`src/rtl/shared_irq_ctrl.sv`:
```
module shared_irq_ctrl #(
  parameter int NUM_IO   = 4,
  parameter int ADDR_W   = 5,
  parameter int DATA_W   = 8,
  parameter int GAP_CLKS = 4,
  localparam int CNT_W   = $clog2(GAP_CLKS + 1)
) (
  input  logic              clk,
  input  logic              rst_n,
  input  logic [NUM_IO-1:0] io_irq,
  input  logic              uart_irq,
  input  logic              usb_irq,
  input  logic [ADDR_W-1:0] reg_addr,
  input  logic              reg_wr,
  input  logic [DATA_W-1:0] reg_wdata,
  output logic [DATA_W-1:0] reg_rdata,
  output logic              irq_n,
  output logic              usb_fast_irq
);
  localparam logic [ADDR_W-1:0] A_ST0  = ADDR_W'(8'h10);
  localparam logic [ADDR_W-1:0] A_ST1  = ADDR_W'(8'h11);
  localparam logic [ADDR_W-1:0] A_TEST = ADDR_W'(8'h12);
  localparam logic [ADDR_W-1:0] A_IOEN = ADDR_W'(8'h13);
  localparam logic [ADDR_W-1:0] A_USBE = ADDR_W'(8'h14);
  localparam logic [ADDR_W-1:0] A_UREN = ADDR_W'(8'h15);

  logic [NUM_IO-1:0] io_en;
  logic              uart_en;
  logic [1:0]        usb_en, test_q, ackm, req_q;
  logic [CNT_W-1:0]  gap_cnt, gap_nxt;
  logic [1:0]        req_nxt;

  wire src0    = |(io_irq & io_en) | (uart_irq & uart_en) | test_q[0];
  wire src1    = (usb_irq & usb_en[0]) | test_q[1];
  wire stat_wr = reg_wr && (reg_addr == A_ST0 || reg_addr == A_ST1);
  wire ack_wr  = stat_wr && (|ackm) && !reg_wdata[1];

  assign usb_fast_irq = usb_irq & usb_en[1];

  always_comb begin
    if (ack_wr && (src0 || src1)) gap_nxt = CNT_W'(GAP_CLKS);
    else if (gap_cnt != '0)       gap_nxt = gap_cnt - CNT_W'(1);
    else                          gap_nxt = '0;
    req_nxt = (gap_nxt == '0) ? {src1, src0} : 2'b00;
  end

  always_ff @(posedge clk or negedge rst_n) begin
    if (!rst_n) begin
      io_en   <= '0;
      uart_en <= 1'b0;
      usb_en  <= '0;
      test_q  <= '0;
      ackm    <= '0;
      req_q   <= '0;
      gap_cnt <= '0;
      irq_n   <= 1'b1;
    end else begin
      if (reg_wr) begin
        case (reg_addr)
          A_ST0:   ackm[0] <= reg_wdata[0];
          A_ST1:   ackm[1] <= reg_wdata[0];
          A_TEST:  test_q  <= reg_wdata[1:0];
          A_IOEN:  io_en   <= reg_wdata[NUM_IO-1:0];
          A_USBE:  usb_en  <= reg_wdata[1:0];
          A_UREN:  uart_en <= reg_wdata[0];
          default: ;
        endcase
      end
      gap_cnt <= gap_nxt;
      req_q   <= req_nxt;
      irq_n   <= ~|req_nxt;
    end
  end

  always_comb begin
    reg_rdata = '0;
    case (reg_addr)
      A_ST0:   reg_rdata = DATA_W'({req_q[0], ackm[0]});
      A_ST1:   reg_rdata = DATA_W'({req_q[1], ackm[1]});
      A_TEST:  reg_rdata = DATA_W'(test_q);
      A_IOEN:  reg_rdata = DATA_W'(io_en);
      A_USBE:  reg_rdata = DATA_W'(usb_en);
      A_UREN:  reg_rdata = DATA_W'(uart_en);
      default: reg_rdata = '0;
    endcase
  end

  assert_req0_source_R3: assert property (@(posedge clk) disable iff (!rst_n)
    req_q[0] |-> $past(src0));
  assert_req1_source_R4: assert property (@(posedge clk) disable iff (!rst_n)
    req_q[1] |-> $past(src1));
  assert_gap_holds_line_R8: assert property (@(posedge clk) disable iff (!rst_n)
    (gap_cnt != '0) |-> irq_n);
  assert_renotify_R8: assert property (@(posedge clk) disable iff (!rst_n)
    (ack_wr && (src0 || src1)) |=> (irq_n && req_q == 2'b00));
  assert_gap_bound_R8: assert property (@(posedge clk) disable iff (!rst_n)
    gap_cnt <= CNT_W'(GAP_CLKS));
  assert_ack_ignored_R7: assert property (@(posedge clk) disable iff (!rst_n)
    (stat_wr && ackm == 2'b00 && gap_cnt == '0) |=> gap_cnt == '0);
  assert_no_pend_R9: assert property (@(posedge clk) disable iff (!rst_n)
    (ack_wr && !src0 && !src1 && gap_cnt == '0) |=> gap_cnt == '0);
endmodule

```
`config.mk`:
```
export PLATFORM = sky130hd
export DESIGN_NAME = shared_irq_ctrl
export DESIGN_NICKNAME = d
export VERILOG_FILES = /design/src/rtl/shared_irq_ctrl.sv
export SDC_FILE = /design/constraint.sdc
export NUM_CORES = 1
export LEC_CHECK = 0
export BUFFER_PORTS_ARGS = -buffer_cell sky130_fd_sc_hd__buf_2
export CAP_MARGIN = 40
export CORE_MARGIN = 2
export CORE_UTILIZATION = 30
export CTS_CLUSTER_SIZE = 30
export DETAILED_ROUTE_END_ITERATION = 16
export HOLD_SLACK_MARGIN = 0.06
export PLACE_DENSITY = 0.55
export SYNTH_ARGS = -nofsm -noshare
export SYNTH_HDL_FRONTEND = slang
export SYNTH_SLANG_ARGS = --single-unit
```
`constraint.sdc`:
```
create_clock -name clk -period 2.05 [get_ports clk]
set_input_delay 0.1025 -clock clk [delete_from_list [all_inputs] [get_ports clk]]
set_output_delay 0.1025 -clock clk [all_outputs]
set_load 0.03 [all_outputs]
```
==> summary.md <==
| Metric | Value |
|---|---|
| Total track usage | 12.39% |
| RSZ-0062 raised after global routing | no |
| Setup crit start | io_en[1] |
| Port Buffers | 23 |
| Reg-to-reg startpoint | io_en[1] |
| Register Area | 426.7 um^2 |
| Fillcell total | 321 |
| Post-Route WL | 2.003 mm |
| Global-route wire length before repair | 3.256 mm |
| Logic pwr share | 30.0% |
| Final core utilization | 37.98% |
| Root buffer cell | clkbuf_4 |
| Ys Warns | 0 |
| Top sig layer | met4 |
| Mux cell area share after synthesis | 15.24% |
| Met3 WL | 115 um |
| Core ar. | 3028 um^2 |
| Initial Util | 31.45% |
| R2r worst-path depth | 4 |
| Max Freq | 591.9 MHz |
| DIE AREA | 3640 um^2 |
| Worst-skew pair later-pin latency | 0.29 ns |
| Min Tclk post-route | 1.690 ns |
| Worst Path Required | 2.26 ns |
| Post-synth EDFFs | 0 |
| Crit path to | irq_n |
| Via count | 754 |
| Mean Syn Cell Area | 10.46 um^2 |
| Status | completed |
| Yosys top cell by area | dfrtp_1 |
| Cell Pwr Density | 808.5 nW/um^2 |
| RR Endpoint | irq_n |
| Residual DRC count | 0 |
| Register share of total power | 50.6% |
| Starting DRT DRC Count | 34 |
| CTS Sinks | 17 |
| PostCTS Resize Cnt | 0 |
| FF+latch count, synth | 17 |
| Crit Path Class | reg2reg |
| Met2 wire len | 953 um |
| # setup viols final | 0 |
| Rel. slew slack | 64.93% |
| Netlist Area Pre-Place | 952.2 um^2 |
| Area taken by multi-input logic gates | 481.7 um^2 |
| Synth Area in Adders | 2.628% |
| Internal power | 0.6244 mW |
| Final HPWL DP | 1.515 mm |
| Post-route met1 wirelength | 924 um |
| Remaining Overflow, GRT | 0 |
| Fin Setup TNS | 0 ns |
| Worst VDD drop | 0.0003968 V |
| Worst-path clk slew | 0.10 ns |
| Ys async rst share | 100.0% |
| Largest fanout on the critical path | 6 |
| Layout cells sized above 1 | 35.59% |
| R2R setup slack | 0.36 ns |
| DR pass1 iterations | 4 |
| CTS tree | done |
| # diodes | 0 |
| Pin count of the biggest net entering global routing | 18 |
| GPL Wtd Cong | 0.8431 |
| Num rows | 20 |
| Synth Area in Simple Gates | 22.21% |
| Synth area leaders | dfrtp_1, mux2_2, buf_4 |
| Netlist cell types | 34 |
| Synth top area share | 42.05% |
| Primary FF master, synth | dfrtp_1 |
| Leak | 0.5490 nW |
| Max Cap Viol | 0 |
| Synth Area in Compound Gates | 8.936% |
| Period utilization | 82.42% |
| Psw | 0.3053 mW |
| Post-synthesis sequential area ratio | 44.81% |
| Top Ports | 32 |
| Net Sw Frac | 32.84% |
| Layout net count | 143 |
| Cells after synthesis | 91 |
| H-tree depth | 1 |
| Wire per inst | 12.36 um |
| Horiz. Die Dim | 60.34 um |
| Worst slew pin tran | 0.5217 ns |
| Longest Clk Path Bufs | 2 |
| Worst Setup End Kind | flop |
| Crit path DAT | 1.90 ns |
| Hold Path Class | in2reg |
| Chip Height | 60.34 um |
| Layout Area Growth over Synthesis | 20.76% |
| Post-synthesis xor/xnor area fraction | 0% |
| CP startpoint kind | flop |
| Postcts setup bufs | 0 |
| Largest family of logic cells by synthesized area | simple AND/OR/NAND/NOR gates |
| Num CTS Buffers | 3 |
| Worst Skew | 0.0006025 ns |
| Vias per cell | 4.654 |
| Final slew viol count | 0 |
| Clock share of power | 19.3% |
| Vias in the first global route | 703 |
| Antenna viol nets, final | 0 |
| Antenna violations before repair | 0 |
| Fin. Hold Viols | 0 |
[final cells by class]
cell class	count	area share, %
timing repair buffer	26	12.62
inverter	4	1.306
sequential	17	37.11
tap	44	4.788
multi-input combinational	67	41.89
clock buffer	4	2.285
[routing by layer]
layer | GRT usage (%) | vias to the layer above
li1 | - | 377
met1 | 14.99 | 354
met2 | 21.43 | 21
met3 | 4.691 | 2
met4 | 1.905 | 0
met5 | 0 | -
[flip-flops by register name, indices dropped and copies added, names as in the netlist]
register,count
gap_cnt,3
usb_en,2
io_en,4
uart_en,1
req_q,2
test_q,2
irq_n,1
ackm,2
[cells in the final DEF (no fill, tap or decap), types with 2 or more instances in the layout]
cell	n
a21o_1	2
a21oi_1	3
a22o_1	2
buf_2	23
clkbuf_4	3
conb_1	4
dfrtp_1	16
dlygate4sd3_1	3
ha_1	2
inv_1	4
mux2_2	12
nand2_1	7
nand2b_1	3
nand3_1	3
nand4_1	2
nor2_1	6
nor3_1	4
nor4_1	2
[power by group through the flow]
stage               Clock (mW)  Combinational, mW  Sequential [mW]
global placement             0              0.272            0.477
CTS                      0.185              0.282            0.472
global route             0.216              0.309            0.482
floorplan                    0              0.199            0.482
finish                   0.180              0.279            0.471
detailed placement           0              0.277            0.479
[worst min-delay path by stage]
stage	startpoint	end	slack, ns	cells after the start
5_1_grt	reg_wdata[1]	io_en[1]	0.1	2
4_1_cts	reg_wdata[1]	io_en[1]	0.14	2
6_report	reg_wdata[1]	io_en[1]	0.13	2
3_5_place_dp	rst_n	ackm[1]	0.05	1
2_1_floorplan	rst_n	ackm[0]	-0.19	0
3_3_place_gp	rst_n	ackm[1]	0.05	1
[metrics by stage]
stage / hold slack, ns / setup slack [ns] / area, um^2 / power, mW / cells
after global placement: 0.04649 / 0.3725 / 1094 / 0.7490 / 155
after global routing: 0.09868 / 0.2790 / 1150 / 1.007 / 162
after CTS: 0.1429 / 0.3516 / 1150 / 0.9395 / 162
after floorplan: -0.1931 / 0.4643 / 963.4 / 0.6806 / 94
final: 0.1304 / 0.3605 / 1150 / 0.9297 / 162
after detailed placement: 0.05324 / 0.3698 / 1094 / 0.7561 / 155
[repair_timing]
| item | 4_1_cts | 5_1_grt |
|---|---|---|
| setup endpoints to repair | 0 | 0 |
| hold buffers | 3 | 0 |
| endpoints found under the hold margin | 19 | 0 |
[cell usage after synthesis, types with 3 or more instances]
cell	instances
dfrtp_1	16
mux2_2	12
nand2_1	7
nor2_1	6
buf_4	4
inv_1	4
nor3_1	4
a21oi_1	3
nand2b_1	3
nand3_1	3
[critical path, cell delays in order, from the launching register on]
cell	delay, ns
dfrtp_1	0.40
a22o_1	0.28
nor4_4	0.29
nor4_2	0.13
or4_1	0.51
[logic make-up after synthesis]
family,Yosys count
simple gates,36
flops,17
fa+ha+maj,2
other cells,1
mux,13
compound gates,12
buf+inv,10
Note: power is estimated with default switching activity, not from simulation.
